$ cat src/rtl/ovh_growth_pkg.sv
package ovh_growth_pkg;
   localparam int GRW_NUM     = 3;
   localparam int ADR_TX_BASE = 0;
   localparam int ADR_RX_BASE = 3;
   localparam int ADR_CTRL    = 6;
   localparam int ADR_STAT    = 7;
endpackage

$ cat src/rtl/ovh_persist_filter.sv
module ovh_persist_filter #(
   parameter int W       = 8,
   parameter int PERSIST = 3
) (
   input  logic         clk,
   input  logic         rst_n,
   input  logic         frame_stb,
   input  logic         hold,
   input  logic [W-1:0] rx_in,
   input  logic         sw_wr,
   input  logic [W-1:0] sw_data,
   output logic [W-1:0] lat_o,
   output logic         change_o
);
   localparam int CNT_W = $clog2(PERSIST + 1);
   localparam logic [CNT_W-1:0] CNT_TOP = CNT_W'(PERSIST);
   localparam logic [CNT_W-1:0] CNT_ONE = CNT_W'(1);

   logic [CNT_W-1:0] cnt_q, cnt_nx;
   logic [W-1:0]     cand_q, lat_q;
   logic             fire;

   always_comb begin
      if (cnt_q == '0 || rx_in != cand_q)
         cnt_nx = CNT_ONE;
      else if (cnt_q == CNT_TOP)
         cnt_nx = cnt_q;
      else
         cnt_nx = cnt_q + CNT_ONE;
   end

   assign fire = frame_stb & ~hold & (cnt_nx == CNT_TOP) & (rx_in != lat_q);

   always_ff @(posedge clk or negedge rst_n) begin
      if (!rst_n) begin
         cnt_q  <= '0;
         cand_q <= '0;
      end else if (hold) begin
         cnt_q  <= '0;
      end else if (frame_stb) begin
         cnt_q  <= cnt_nx;
         cand_q <= rx_in;
      end
   end

   always_ff @(posedge clk or negedge rst_n) begin
      if (!rst_n)      lat_q <= '0;
      else if (fire)   lat_q <= rx_in;
      else if (sw_wr)  lat_q <= sw_data;
   end

   assign lat_o    = lat_q;
   assign change_o = fire;
endmodule

$ cat src/rtl/ovh_grw_ctrl.sv
module ovh_grw_ctrl
   import ovh_growth_pkg::*;
#(
   parameter int W      = 8,
   parameter int NB     = 3,
   parameter int ADDR_W = 3,
   parameter logic [NB-1:0][W-1:0] TX_DEF = '0
) (
   input  logic                 clk,
   input  logic                 rst_n,
   input  logic                 wr,
   input  logic [ADDR_W-1:0]    addr,
   input  logic [W-1:0]         wdata,
   input  logic                 evt,
   output logic [NB-1:0][W-1:0] tx_q,
   output logic                 en_q,
   output logic                 stat_q
);
   logic clr;
   assign clr = wr && addr == ADDR_W'(ADR_STAT) && wdata[0];

   for (genvar i = 0; i < NB; i++) begin : g_tx
      always_ff @(posedge clk or negedge rst_n) begin
         if (!rst_n)
            tx_q[i] <= TX_DEF[i];
         else if (wr && addr == ADDR_W'(ADR_TX_BASE + i))
            tx_q[i] <= wdata;
      end
   end

   always_ff @(posedge clk or negedge rst_n) begin
      if (!rst_n) begin
         en_q   <= 1'b0;
         stat_q <= 1'b0;
      end else begin
         if (wr && addr == ADDR_W'(ADR_CTRL)) en_q <= wdata[0];
         stat_q <= evt | (stat_q & ~clr);
      end
   end
endmodule

$ cat src/rtl/ovh_growth_mon.sv
module ovh_growth_mon
   import ovh_growth_pkg::*;
#(
   parameter int W       = 8,
   parameter int PERSIST = 3,
   parameter int ADDR_W  = 3,
   parameter logic [W-1:0] TX_DEF_A = 8'h02,
   parameter logic [W-1:0] TX_DEF_B = 8'h03,
   parameter logic [W-1:0] TX_DEF_L = 8'h00
) (
   input  logic              clk,
   input  logic              rst_n,
   input  logic              frame_stb,
   input  logic              los,
   input  logic              oof,
   input  logic [W-1:0]      rx_sec_grw_a,
   input  logic [W-1:0]      rx_sec_grw_b,
   input  logic [W-1:0]      rx_line_grw,
   output logic [W-1:0]      tx_sec_grw_a,
   output logic [W-1:0]      tx_sec_grw_b,
   output logic [W-1:0]      tx_line_grw,
   input  logic              cpu_wr,
   input  logic [ADDR_W-1:0] cpu_addr,
   input  logic [W-1:0]      cpu_wdata,
   output logic [W-1:0]      cpu_rdata,
   output logic              irq
);
   localparam int NB = GRW_NUM;
   localparam logic [NB-1:0][W-1:0] TX_DEF = {TX_DEF_L, TX_DEF_B, TX_DEF_A};

   if (PERSIST < 2) begin : g_bad_persist
      $error("PERSIST must be at least 2");
   end
   if ((1 << ADDR_W) <= ADR_STAT) begin : g_bad_addr
      $error("ADDR_W too narrow for register map");
   end

   logic [NB-1:0][W-1:0] rx_in, rx_lat, tx_q;
   logic [NB-1:0]        chg;
   logic                 en_q, stat_q, hold;

   assign rx_in = {rx_line_grw, rx_sec_grw_b, rx_sec_grw_a};
   assign hold  = los | oof;

   for (genvar i = 0; i < NB; i++) begin : g_flt
      ovh_persist_filter #(.W(W), .PERSIST(PERSIST)) flt_i (
         .clk      (clk),
         .rst_n    (rst_n),
         .frame_stb(frame_stb),
         .hold     (hold),
         .rx_in    (rx_in[i]),
         .sw_wr    (cpu_wr && cpu_addr == ADDR_W'(ADR_RX_BASE + i)),
         .sw_data  (cpu_wdata),
         .lat_o    (rx_lat[i]),
         .change_o (chg[i])
      );
   end

   ovh_grw_ctrl #(.W(W), .NB(NB), .ADDR_W(ADDR_W), .TX_DEF(TX_DEF)) ctrl_i (
      .clk   (clk),
      .rst_n (rst_n),
      .wr    (cpu_wr),
      .addr  (cpu_addr),
      .wdata (cpu_wdata),
      .evt   (|chg),
      .tx_q  (tx_q),
      .en_q  (en_q),
      .stat_q(stat_q)
   );

   assign tx_sec_grw_a = tx_q[0];
   assign tx_sec_grw_b = tx_q[1];
   assign tx_line_grw  = tx_q[2];
   assign irq          = stat_q & en_q;

   always_comb begin
      cpu_rdata = '0;
      for (int i = 0; i < NB; i++) begin
         if (cpu_addr == ADDR_W'(ADR_TX_BASE + i)) cpu_rdata = tx_q[i];
         if (cpu_addr == ADDR_W'(ADR_RX_BASE + i)) cpu_rdata = rx_lat[i];
      end
      if (cpu_addr == ADDR_W'(ADR_CTRL)) cpu_rdata = W'(en_q);
      if (cpu_addr == ADDR_W'(ADR_STAT)) cpu_rdata = W'(stat_q);
   end
endmodule

$ cat config.mk
export PLATFORM = sky130hd
export DESIGN_NAME = ovh_growth_mon
export DESIGN_NICKNAME = d
export VERILOG_FILES = /design/src/rtl/ovh_growth_pkg.sv /design/src/rtl/ovh_persist_filter.sv /design/src/rtl/ovh_grw_ctrl.sv /design/src/rtl/ovh_growth_mon.sv
export SDC_FILE = /design/constraint.sdc
export NUM_CORES = 1
export LEC_CHECK = 0
export BUFFER_PORTS_ARGS = -buffer_cell sky130_fd_sc_hd__buf_2
export CORE_MARGIN = 1
export CORE_UTILIZATION = 55
export DETAILED_ROUTE_END_ITERATION = 16
export PLACE_DENSITY = 0.78
export SYNTH_ARGS = -nofsm -noshare
export SYNTH_HDL_FRONTEND = slang
export SYNTH_SLANG_ARGS = --single-unit
$ cat constraint.sdc
create_clock -name clk -period 5.6 [get_ports clk]
set_clock_uncertainty 0.2 [all_clocks]
set_input_delay 1.12 -clock clk [delete_from_list [all_inputs] [get_ports clk]]
set_output_delay 1.12 -clock clk [all_outputs]
set_load 0.005 [all_outputs]
**Yosys cells after proc, flatten, opt, wreduce, memory -nomap -nowiden**

Index checks and enable logic that the tools add are counted.

- Bits in registers: 80

- $add $sub $neg: 3
- Equality and inequality tests: 19
- Mux-type cells: 26
- Bitwise operators: 13
- Reductions and logical operators: 22

Operators by type and width:

| kind | count |
|---|---|
| 2-to-1 mux 8 bit | 14 |
| inequality test 8 bit | 6 |
| 2-to-1 mux 2 bit | 12 |
| == test 2 bit, second input constant | 6 |
| == test 3 bit, second input constant | 4 |
| bitwise AND 1 bit | 9 |
| logical AND 1 bit | 9 |
| nonzero test 2 bit | 4 |
| adder 2 x 1 -> 2 bit, second input constant | 3 |
| == test 3 x 2 -> 1 bit, second input constant | 2 |
| zero test 2 bit | 3 |
| == test 3 x 1 -> 1 bit, second input constant | 1 |
| zero test 3 bit | 1 |
| logical OR 1 bit | 3 |
| OR reduction 3 bit | 1 |
| inverter 1 bit | 2 |
| OR 1 bit | 2 |
| AND reduction 2 bit | 1 |

**Depth between registers and ports, before layout**

Gate-level depths: netlist of run 1.

- Depth after elaboration: 9
- Gate-level depth with buffers: 6
- Depth with buffers taken out: 5

**Cells and area by module**

A second synthesis of run 1 with hierarchy kept.

- Cells, all modules: 359
- Area total of the unflattened synthesis: 4579.4 µm²

By module, submodules not included:

| module | times used | cells an instance | area each (µm²) |
|---|---|---|---|
| ovh_persist_filter | 3 | 75 | 977.2 |
| ovh_grw_ctrl | 1 | 60 | 1022.2 |
| ovh_growth_mon | 1 | 74 | 625.6 |

**Worst setup path after synthesis of run 1**

OpenSTA, ideal clock, no wires.

- Kind: input to output
- Start point: input port cpu_addr[0]
- End point: output port cpu_rdata[0]
- Data arrival time: 2091 ps
- Slack: 2189 ps
- Cell stages on the path: 5
- Buffers on the path: 3
- Cells stage by stage: buf_2 -> buf_4 -> buf_2 -> mux2i_1 -> a221oi_1

- Cells in the longest elaborated chain, start to end: 9
- Elaborated cells on any way between the ends: 16

Ends and longest elaborated chain:

| item | line | RTL |
|---|---|---|
| start, declared | ovh_growth_mon.sv:23 | `input logic [ADDR_W-1:0] cpu_addr,` |
| zero test 3 bit | ovh_growth_mon.sv:79 | `if (cpu_addr == ADDR_W'(ADR_TX_BASE + i)) cpu_rdata = tx_q[i];` |
| 2-to-1 mux 8 bit | ovh_growth_mon.sv:79 |  |
| 2-to-1 mux 8 bit | ovh_growth_mon.sv:80 | `if (cpu_addr == ADDR_W'(ADR_RX_BASE + i)) cpu_rdata = rx_lat[i];` |
| 2-to-1 mux 8 bit | ovh_growth_mon.sv:79 |  |
| 2-to-1 mux 8 bit | ovh_growth_mon.sv:80 |  |
| 2-to-1 mux 8 bit | ovh_growth_mon.sv:79 |  |
| 2-to-1 mux 8 bit | ovh_growth_mon.sv:80 |  |
| 2-to-1 mux 8 bit | ovh_growth_mon.sv:82 | `if (cpu_addr == ADDR_W'(ADR_CTRL)) cpu_rdata = W'(en_q);` |
| 2-to-1 mux 8 bit * | ovh_growth_mon.sv:83 | `if (cpu_addr == ADDR_W'(ADR_STAT)) cpu_rdata = W'(stat_q);` |
| end, declared | ovh_growth_mon.sv:25 | `output logic [W-1:0] cpu_rdata,` |

Every way passes the cells marked *; elsewhere a longest branch is shown, timed or not.

**Worst setup path after layout of run 1**

Same ends and word-level chain as after synthesis.

==> results of run 1 <==
-- power groups by stage --
| stage | Combinational (mW) | Clock (mW) | Sequential (mW) |
|---|---|---|---|
| final | 0.406 | 0.433 | 0.797 |
| after global routing | 0.447 | 0.466 | 0.811 |
| after CTS | 0.410 | 0.443 | 0.797 |
| after detailed placement | 0.408 | 0 | 0.809 |
| after global placement | 0.394 | 0 | 0.804 |
| after floorplan | 0.277 | 0 | 0.779 |
-- placed cells by master, fill, tap and decap left out, types with 2 or more instances in the layout --
cell	n
nor4_2	3
dfstp_2	3
nor4_1	2
a31oi_1	3
xor2_1	21
a221oi_1	8
nor3_1	3
nand2b_1	2
xnor2_1	27
buf_2	72
and2_1	2
o2111ai_1	2
clkbuf_1	2
nor2b_1	4
nor3_2	2
nand4b_1	2
inv_1	2
clkbuf_8	10
mux2_2	96
dfrtp_1	77
nand3_1	4
nor2_1	6
o21a_1	7
nand4_1	3
buf_4	2
nand2_1	4
o21ai_0	4
mux2i_1	26
-- per-layer routing --
| layer | vias up | share of wire (%) | GRT usage, % |
|---|---|---|---|
| met1 | 1560 | 46 | 34.1 |
| met2 | 74 | 48 | 40.5 |
| met3 | 15 | 4.4 | 4.15 |
| met4 | 0 | 1.8 | 8.46 |
| met5 | - | 0 | 0 |
| li1 | 1387 | - | - |
-- layout make-up --
type                    instances  area (um2)  share of cell area (%)
clock buffers                  12         145                    2.89
clock inverters                 4        52.6                    1.04
inverters                       2        7.51                   0.149
multi-input cells             243        2320                    46.0
flip-flops and latches         80        2010                    39.9
well taps                     102         128                    2.54
repair buffers                 74         375                    7.46
-- worst max path at each step --
stage | start | end | slack [ns]
6_report | cpu_addr[0] | cpu_rdata[0] | 1.70
5_1_grt | cpu_addr[0] | cpu_rdata[0] | 1.58
4_1_cts | cpu_addr[0] | cpu_rdata[5] | 1.72
3_5_place_dp | cpu_addr[0] | cpu_rdata[5] | 1.71
3_3_place_gp | cpu_addr[0] | cpu_rdata[5] | 1.76
2_1_floorplan | cpu_addr[0] | cpu_rdata[0] | 2.19
-- worst register-to-register path, cell delays in order (launching register included) --
cell and delay, ns:
dfrtp_1 0.39, xnor2_1 0.15, nand3_1 0.12, nor4_2 0.46, and4bb_1 0.54, mux2_2 0.39
-- logic make-up after synthesis --
family,Yosys count,synth area share [%]
flops,80,45.3
compound gates,29,5.45
xor+xnor,48,9.49
simple gates,43,6.81
buf+inv,18,2.43
mux,123,30.5
-- through the flow --
stage	setup WS [ns]	cell area, um2	std cells
2_1_floorplan	2.19	4430	341
4_1_cts	1.72	5030	517
5_1_grt	1.58	5030	517
3_5_place_dp	1.71	4830	501
6_report	1.70	5030	517
3_3_place_gp	1.76	4830	501
-- sequential cells by signal, summed over array words and instances (netlist names) --
signal	count
ctrl_i.tx_q	24
g_flt.flt_i.cand_q	24
g_flt.flt_i.lat_o	24
g_flt.flt_i.cnt_q	6
ctrl_i.en_q	1
ctrl_i.stat_q	1
==> results.py, run 1 <==
metrics = {
    "route": {
        "drc_errors": 0,
        "avgRoutedWirePerCell_um": 19.0,
        "routed_wl_mm": 9.83,
        "viasPerCell": 5.87,
        "vias": 3036,
        "first_iter_violations": 165,
        "firstDrtPassIters": 4,
        "final_antenna_net_count": 0,
    },
    "min_path": {
        "worstHoldStart": "ctrl_i.stat_q",
        "whs_path_depth": 1,
        "whs_endpoint": "ctrl_i.stat_q",
        "min_path_type": "reg -> reg",
    },
    "global_routing": {
        "grt_pass1_vias": 2991,
        "antenna_found_initial": 0,
        "grt_pass1_wl_mm": 15.8,
        "track_usage_pct": 25.0,
        "overflow": 0,
        "grt_max_degree": 81,
    },
    "critical_path": {
        "worstRegToRegCells": 5,
        "cp.depth": 6,
        "crit_path_frequent_cell": "buf_2",
        "r2r_start": "g_flt[0].flt_i.cand_q[3]",
        "required_ns": 4.28,
        "criticalPathCategory": "in -> out",
        "crit_family": "buffers and inverters",
        "max_stage_delay_ns": 0.65,
        "slowest_stage": "buf_2",
        "worstPathArrival_ns": 2.58,
        "critPathCaptureType": "output port",
        "critPathMaxFanout": 32,
        "cp_num_buf_inv": 2,
        "crit_chain": "buf_2, mux2i_1, nand2_1, o21ai_0, a221oi_1, buf_2",
        "r2r_end": "g_flt[0].flt_i.lat_o[0]",
        "cp-start-kind": "primary input",
        "reg2reg_slack_ns": 3.23,
    },
    "power_and_ir_drop": {
        "design_power_total_mw": 1.64,
        "p_leak_nw": 2.18,
        "p_int_mw": 1.15,
        "clockPowerShare_pct": 26.5,
        "p_sw_share_pct": 29.8,
        "p_seq_share_pct": 48.7,
        "power_density_nw_per_um2": 325,
        "ir_drop_uv": 154,
        "netSwitchingPower_mw": 0.487,
        "combPwrFrac_pct": 24.8,
    },
    "sta": {
        "slew_headroom_pct": 32.4,
        "fin_crit_sh_pct": 69.7,
        "hold_ws_ns": 0.331,
        "finalHoldViolations": 0,
        "setup-violations-final": 0,
        "worst_pin_slew_ns": 1.01,
        "slew_violations": 0,
        "max_freq_ghz": 0.256,
        "rsz0062_at_grt": "no",
        "fin_tns_setup_ns": 0,
        "period_needed_ns": 3.90,
    },
    "clock_tree": {
        "cts_sinks": 80,
        "numCtsBuffers": 9,
        "cts-resized-gates": 0,
        "h-tree-depth": 3,
        "clkTransAtPathRegs_ns": 0.08,
        "insertion_delay_ns": 0.35,
        "cts_tree": "built",
        "clockBufferDepth": 2,
        "cts_hold_buf": 0,
        "cts_post_setup_buffers_inserted": 0,
        "cts_root_buf": "clkbuf_8",
    },
    "job": {
        "drv_cap": 0,
    },
    "layout": {
        "fill_cells": 647,
        "final_core_util_pct": 64.8,
        "syn_to_final_growth_pct": 13.6,
        "drive_gt1_share_pct": 47.2,
        "fin_nets": 451,
        "diodes": 0,
    },
    "floorplanning": {
        "die_x_um": 91.7,
        "die_y_um": 91.7,
        "num_rows": 32,
        "io_pins": 74,
        "dieArea_um2": 8420,
        "start_util_pct": 57.0,
        "core_um2": 7770,
    },
    "yosys": {
        "synthTopCellsByArea": "dfrtp_1 (44%), mux2_2 (24%), mux2i_1 (5.9%), xnor2_1 (5.3%), xor2_1 (4.2%)",
        "synth_cells": 341,
        "ys_ff_latch": 80,
        "synthTopCellsByCount": "mux2_2 (96), dfrtp_1 (77), xnor2_1 (27)",
        "synth_nets": 382,
        "synth_flop_cell": "dfrtp_1",
        "yosysUniqueCellTypes": 40,
        "netlist.area_leader.share_pct": 43.5,
        "synth-edff-count": 0,
        "seq_area_frac_synth_pct": 45.3,
        "ys_async_sr_fraction_pct": 100,
        "yosys_warnings": 0,
        "syn_area_um2": 4430,
        "synth.most_common_cell": "mux2_2",
        "synth_area_leader_cell": "dfrtp_1",
        "syn_avg_cell_area_um2": 13.0,
    },
    "place": {
        "port_buffers": 73,
        "detailed_place_hpwl_mm": 7.13,
        "place_congestion": 0.863,
    },
    "outcome": {
        "outcome": "completed",
    },
}
Note: power is estimated with default switching activity, not from simulation.
==> inputs of run 2 (changes only) <==
- ABC_AREA: default -> 1
- clock period: 5.6 -> 4 ns (I/O delays scaled with it)
==> results.py, run 2 <==
metrics = {
    "outcome": {
        "outcome": "completed",
    },
    "yosys": {
        "yosysUniqueCellTypes": 31,
        "synth-edff-count": 0,
        "ys_ff_latch": 80,
        "yosys_warnings": 0,
        "netlist.area_leader.share_pct": 40.0,
        "synthTopCellsByArea": "dfrtp_1 (40%), nand2_1 (15%), o21ai_0 (8.0%), inv_1 (7.8%), nand3_2 (4.8%)",
        "ys_async_sr_fraction_pct": 100,
        "syn_avg_cell_area_um2": 7.16,
        "seq_area_frac_synth_pct": 41.6,
        "synth_cells": 673,
        "synth_flop_cell": "dfrtp_1",
        "synth.most_common_cell": "nand2_1",
        "syn_area_um2": 4820,
        "synthTopCellsByCount": "nand2_1 (198), inv_1 (100), dfrtp_1 (77), o21ai_0 (77), nor2_1 (54)",
        "synth_area_leader_cell": "dfrtp_1",
        "synth_nets": 714,
    },
    "critical_path": {
        "crit_family": "simple AND/OR/NAND/NOR gates",
        "required_ns": 3.00,
        "crit_chain": "buf_2, nor3_2, nand2_1, o21ai_0, a21oi_1, o211ai_1, o21ai_0, inv_1, buf_2",
        "critPathCaptureType": "output port",
        "reg2reg_slack_ns": 2.05,
        "criticalPathCategory": "in -> out",
        "cp.depth": 9,
        "worstPathArrival_ns": 2.09,
        "worstRegToRegCells": 9,
        "cp-start-kind": "primary input",
        "max_stage_delay_ns": 0.48,
        "critPathMaxFanout": 9,
        "endpoint": "cpu_rdata[1]",
        "r2r_end": "g_flt[1].flt_i.lat_o[3]",
        "cp_num_buf_inv": 3,
        "crit_start": "cpu_addr[1]",
        "r2r_start": "g_flt[1].flt_i.cand_q[3]",
        "slowest_stage": "nor3_2",
    },
    "floorplanning": {
        "die_x_um": 95.6,
        "dieArea_um2": 9130,
        "core_um2": 8340,
        "die_y_um": 95.6,
        "num_rows": 33,
        "start_util_pct": 57.7,
        "io_pins": 74,
    },
    "power_and_ir_drop": {
        "design_power_total_mw": 2.14,
        "p_leak_nw": 2.98,
        "power_density_nw_per_um2": 395,
        "ir_drop_uv": 208,
    },
    "sta": {
        "fin_tns_setup_ns": 0,
        "hold_ws_ns": 0.294,
        "slew_violations": 0,
        "slew_headroom_pct": 32.7,
        "worst_pin_slew_ns": 1.01,
        "setup-violations-final": 0,
        "fin_crit_sh_pct": 77.3,
        "rsz0062_at_grt": "no",
        "finalHoldViolations": 0,
        "max_freq_ghz": 0.323,
        "period_needed_ns": 3.09,
    },
    "clock_tree": {
        "cts_tree": "built",
        "clkTransAtPathRegs_ns": 0.07,
        "numCtsBuffers": 9,
        "cts-resized-gates": 0,
        "clockBufferDepth": 2,
        "cts_post_setup_buffers_inserted": 0,
        "h-tree-depth": 3,
        "cts_root_buf": "clkbuf_8",
        "cts_sinks": 80,
        "cts_hold_buf": 0,
        "insertion_delay_ns": 0.34,
    },
    "place": {
        "detailed_place_hpwl_mm": 8.88,
        "place_congestion": 0.925,
        "dpl-instance-area_um2": 5240,
        "port_buffers": 73,
        "dp.cells": 836,
    },
    "route": {
        "drc_errors": 0,
        "avgRoutedWirePerCell_um": 13.8,
        "firstDrtPassIters": 4,
        "viasPerCell": 5.24,
        "vias": 4465,
        "first_iter_violations": 281,
        "final_antenna_net_count": 0,
        "routed_wl_mm": 11.8,
    },
    "global_routing": {
        "overflow": 0,
        "grt_pass1_wl_mm": 19.7,
        "antenna_found_initial": 0,
        "grt_max_degree": 81,
        "track_usage_pct": 28.2,
        "grt_pass1_vias": 4196,
    },
    "layout": {
        "diodes": 0,
        "syn_to_final_growth_pct": 12.4,
        "final_cell_mix": "nand2_1 (198), inv_1 (100), o21ai_0 (77), dfrtp_1 (77), buf_2 (72)",
        "multi_input_area_um2": 2320,
        "seq_area_um2": 2010,
        "final_common_cell": "nand2_1",
        "stdcell_area_um2": 5410,
        "drive_gt1_share_pct": 19.1,
        "finalNonFillerCells": 852,
        "fin_nets": 783,
        "fill_cells": 757,
    },
    "min_path": {
        "min_path_type": "reg -> reg",
    },
    "job": {
        "drv_cap": 0,
    },
}
-- run 2: where the power goes --
part           leakage, nW  switching, mW  total [mW]  internal (mW)
Sequential            1.00          0.132        1.08          0.948
Clock               0.0878          0.301       0.539          0.238
Combinational         1.89          0.304       0.519          0.215
Total                 2.98          0.737        2.14           1.40
-- run 2: final cells by class --
cell class                      count  share of cell area (%)
Sequential cell                    80                    37.1
Clock buffer                       10                    2.54
Timing Repair Buffer               74                    6.94
Clock inverter                      6                   0.647
Tap cell                          105                    2.43
Inverter                          109                    7.56
Multi-Input combinational cell    468                    42.8
-- run 2: worst min-delay path, cell delays in order (launching register included) --
cell and delay [ns]:
dfrtp_1 0.35, nand2_1 0.05, o21ai_0 0.06
-- run 2: worst min path at each step --
stage,start,endpoint,slack [ns],depth (start not counted)
finish,g_flt[0].flt_i.cand_q[1],g_flt[0].flt_i.cand_q[1],0.29,2
global route,g_flt[0].flt_i.cand_q[1],g_flt[0].flt_i.cand_q[1],0.32,2
CTS,g_flt[0].flt_i.cand_q[1],g_flt[0].flt_i.cand_q[1],0.29,2
detailed placement,g_flt[0].flt_i.cand_q[1],g_flt[0].flt_i.cand_q[1],0.28,2
global placement,g_flt[0].flt_i.cand_q[1],g_flt[0].flt_i.cand_q[1],0.27,2
floorplan,g_flt[0].flt_i.cand_q[1],g_flt[0].flt_i.cand_q[1],0.25,2
-- run 2: per-layer routing --
layer | GRT usage, % | part of all wire, % | vias to the layer above
met5 | 0 | 0 | -
met3 | 4.55 | 6.7 | 21
li1 | - | - | 2249
met4 | 9.33 | 2.0 | 0
met2 | 44.2 | 45 | 153
met1 | 39.7 | 46 | 2042
-- run 2: stage by stage --
step | utilization [%] | setup slack (ns)
4_1_cts | 64.9 | 0.959
3_5_place_dp | 62.8 | 0.960
2_1_floorplan | - | 1.26
6_report | 64.9 | 0.907
5_1_grt | 64.9 | 0.711
3_3_place_gp | 62.8 | 1.02
-- run 2: cell families after synthesis --
group	synth area share, %
xor gates and xnor gates	4.00
and+or+nand+nor	33.0
AOI/OAI and AO/OA	11.1
DFF	41.6
buffers and inverters	10.2
==> inputs of run 3 (changes only) <==
- clock period: 4 -> 3.17 ns (I/O delays scaled with it)
==> results.py, run 3 (synthesized netlist as in run 2, its figures left out) <==
metrics = {
    "layout": {
        "diodes": 0,
        "final_common_cell": "nand2_1",
        "final_core_util_pct": 65.1,
        "syn_to_final_growth_pct": 12.8,
        "drive_gt1_share_pct": 19.1,
        "fin_nets": 783,
        "final_cell_mix": "nand2_1 (198), inv_1 (100), o21ai_0 (77), dfrtp_1 (77), buf_2 (72)",
    },
    "critical_path": {
        "crit_start": "cpu_addr[1]",
        "required_ns": 2.34,
        "criticalPathCategory": "in -> out",
        "cp-start-kind": "primary input",
        "worstRegToRegCells": 9,
        "reg2reg_slack_ns": 1.15,
        "endpoint": "cpu_rdata[7]",
        "critPathMaxFanout": 9,
        "r2r_start": "g_flt[1].flt_i.cand_q[5]",
        "r2r_end": "g_flt[1].flt_i.lat_o[5]",
        "worstPathArrival_ns": 1.91,
        "critPathCaptureType": "output port",
    },
    "global_routing": {
        "grt_pass1_vias": 4053,
        "grt_pass1_wl_mm": 19.6,
        "track_usage_pct": 28.3,
        "overflow": 0,
        "grt_max_degree": 81,
        "antenna_found_initial": 0,
    },
    "floorplanning": {
        "num_rows": 33,
        "dieArea_um2": 9130,
        "start_util_pct": 57.7,
        "die_x_um": 95.6,
        "die_y_um": 95.6,
        "io_pins": 74,
        "core_um2": 8340,
    },
    "place": {
        "detailed_place_hpwl_mm": 9.05,
        "port_buffers": 73,
        "place_congestion": 0.916,
    },
    "sta": {
        "fin_crit_sh_pct": 86.5,
        "slew_violations": 0,
        "worst_pin_slew_ns": 1.00,
        "rsz0062_at_grt": "no",
        "setup-violations-final": 0,
        "period_needed_ns": 2.74,
        "max_freq_ghz": 0.365,
        "fin_tns_setup_ns": 0,
        "finalHoldViolations": 0,
        "slew_headroom_pct": 33.3,
    },
    "clock_tree": {
        "cts_post_setup_buffers_inserted": 0,
        "cts_tree": "built",
        "insertion_delay_ns": 0.36,
        "numCtsBuffers": 9,
        "h-tree-depth": 3,
        "clkTransAtPathRegs_ns": 0.09,
        "cts_hold_buf": 0,
        "clockBufferDepth": 2,
        "cts_sinks": 80,
        "cts_root_buf": "clkbuf_8",
        "cts-resized-gates": 0,
    },
    "power_and_ir_drop": {
        "p_int_mw": 1.80,
        "combPwrFrac_pct": 24.1,
        "power_density_nw_per_um2": 507,
        "ir_drop_uv": 262,
        "netSwitchingPower_mw": 0.955,
        "p_sw_share_pct": 34.7,
        "p_leak_nw": 2.99,
        "p_seq_share_pct": 49.5,
        "clockPowerShare_pct": 26.4,
    },
    "route": {
        "avgRoutedWirePerCell_um": 14.2,
        "firstDrtPassIters": 5,
        "drc_errors": 0,
        "routed_wl_mm": 12.1,
        "vias": 4493,
        "viasPerCell": 5.27,
        "final_antenna_net_count": 0,
        "first_iter_violations": 286,
    },
    "min_path": {
        "min_path_type": "in -> async",
    },
    "job": {
        "drv_cap": 0,
    },
    "outcome": {
        "outcome": "completed",
    },
}
[run 3: changes by cell type in the layout (fill, tap and decap cells not counted), sizes merged]
cell and change:
clkinv -1, clkbuf +1
[run 3: cell type report]
type                       instances  area (um2)
multi-input combinational        468        2320
fill                             767        2910
inverter                         109         409
timing repair buffer              74         375
tap                              105         131
clock inverter                     5        41.3
sequential                        80        2010
clock buffer                      11         151
[run 3: through the flow]
step | cell area [um2] | worst slack, ns | instances | hold slack [ns] | power [mW]
6_report | 5430 | 0.427 | 852 | 0.229 | 2.75
3_3_place_gp | 5240 | 0.518 | 836 | 0.273 | 2.00
2_1_floorplan | 4820 | 0.765 | 673 | 0.138 | 1.76
4_1_cts | 5430 | 0.443 | 852 | 0.274 | 2.76
3_5_place_dp | 5240 | 0.474 | 836 | 0.283 | 2.04
5_1_grt | 5430 | 0.227 | 852 | 0.323 | 2.94
[run 3: critical path, stage by stage]
cell and delay [ns]:
buf_2 0.14, nor3_2 0.47, nand2_1 0.10, o21ai_0 0.10
a21oi_1 0.07, o211ai_1 0.09, o21ai_0 0.10, inv_1 0.09
buf_2 0.11
[run 3: worst min path at each step]
stage | from | to | depth (start not counted)
finish | rst_n | ctrl_i.tx_q[0] | 1
global route | rst_n | ctrl_i.en_q | 1
floorplan | rst_n | ctrl_i.en_q | 0
CTS | rst_n | ctrl_i.tx_q[0] | 1
global placement | g_flt[0].flt_i.cand_q[1] | g_flt[0].flt_i.cand_q[1] | 2
detailed placement | g_flt[0].flt_i.cand_q[1] | g_flt[0].flt_i.cand_q[1] | 2
[run 3: metal layers]
layer | vias up | routed length (um) | global-route usage (%)
met5 | - | 0 | 0
met4 | 0 | 208 | 9.58
met3 | 17 | 827 | 3.91
met2 | 151 | 5580 | 46.7
met1 | 2080 | 5460 | 38.2
li1 | 2245 | - | -
[run 3: power groups by stage]
stage               Clock [mW]  Combinational [mW]  Sequential [mW]
finish                   0.728               0.663             1.36
CTS                      0.735               0.664             1.36
global placement             0               0.631             1.37
detailed placement           0               0.659             1.38
global route             0.790               0.765             1.38
floorplan                    0               0.424             1.33
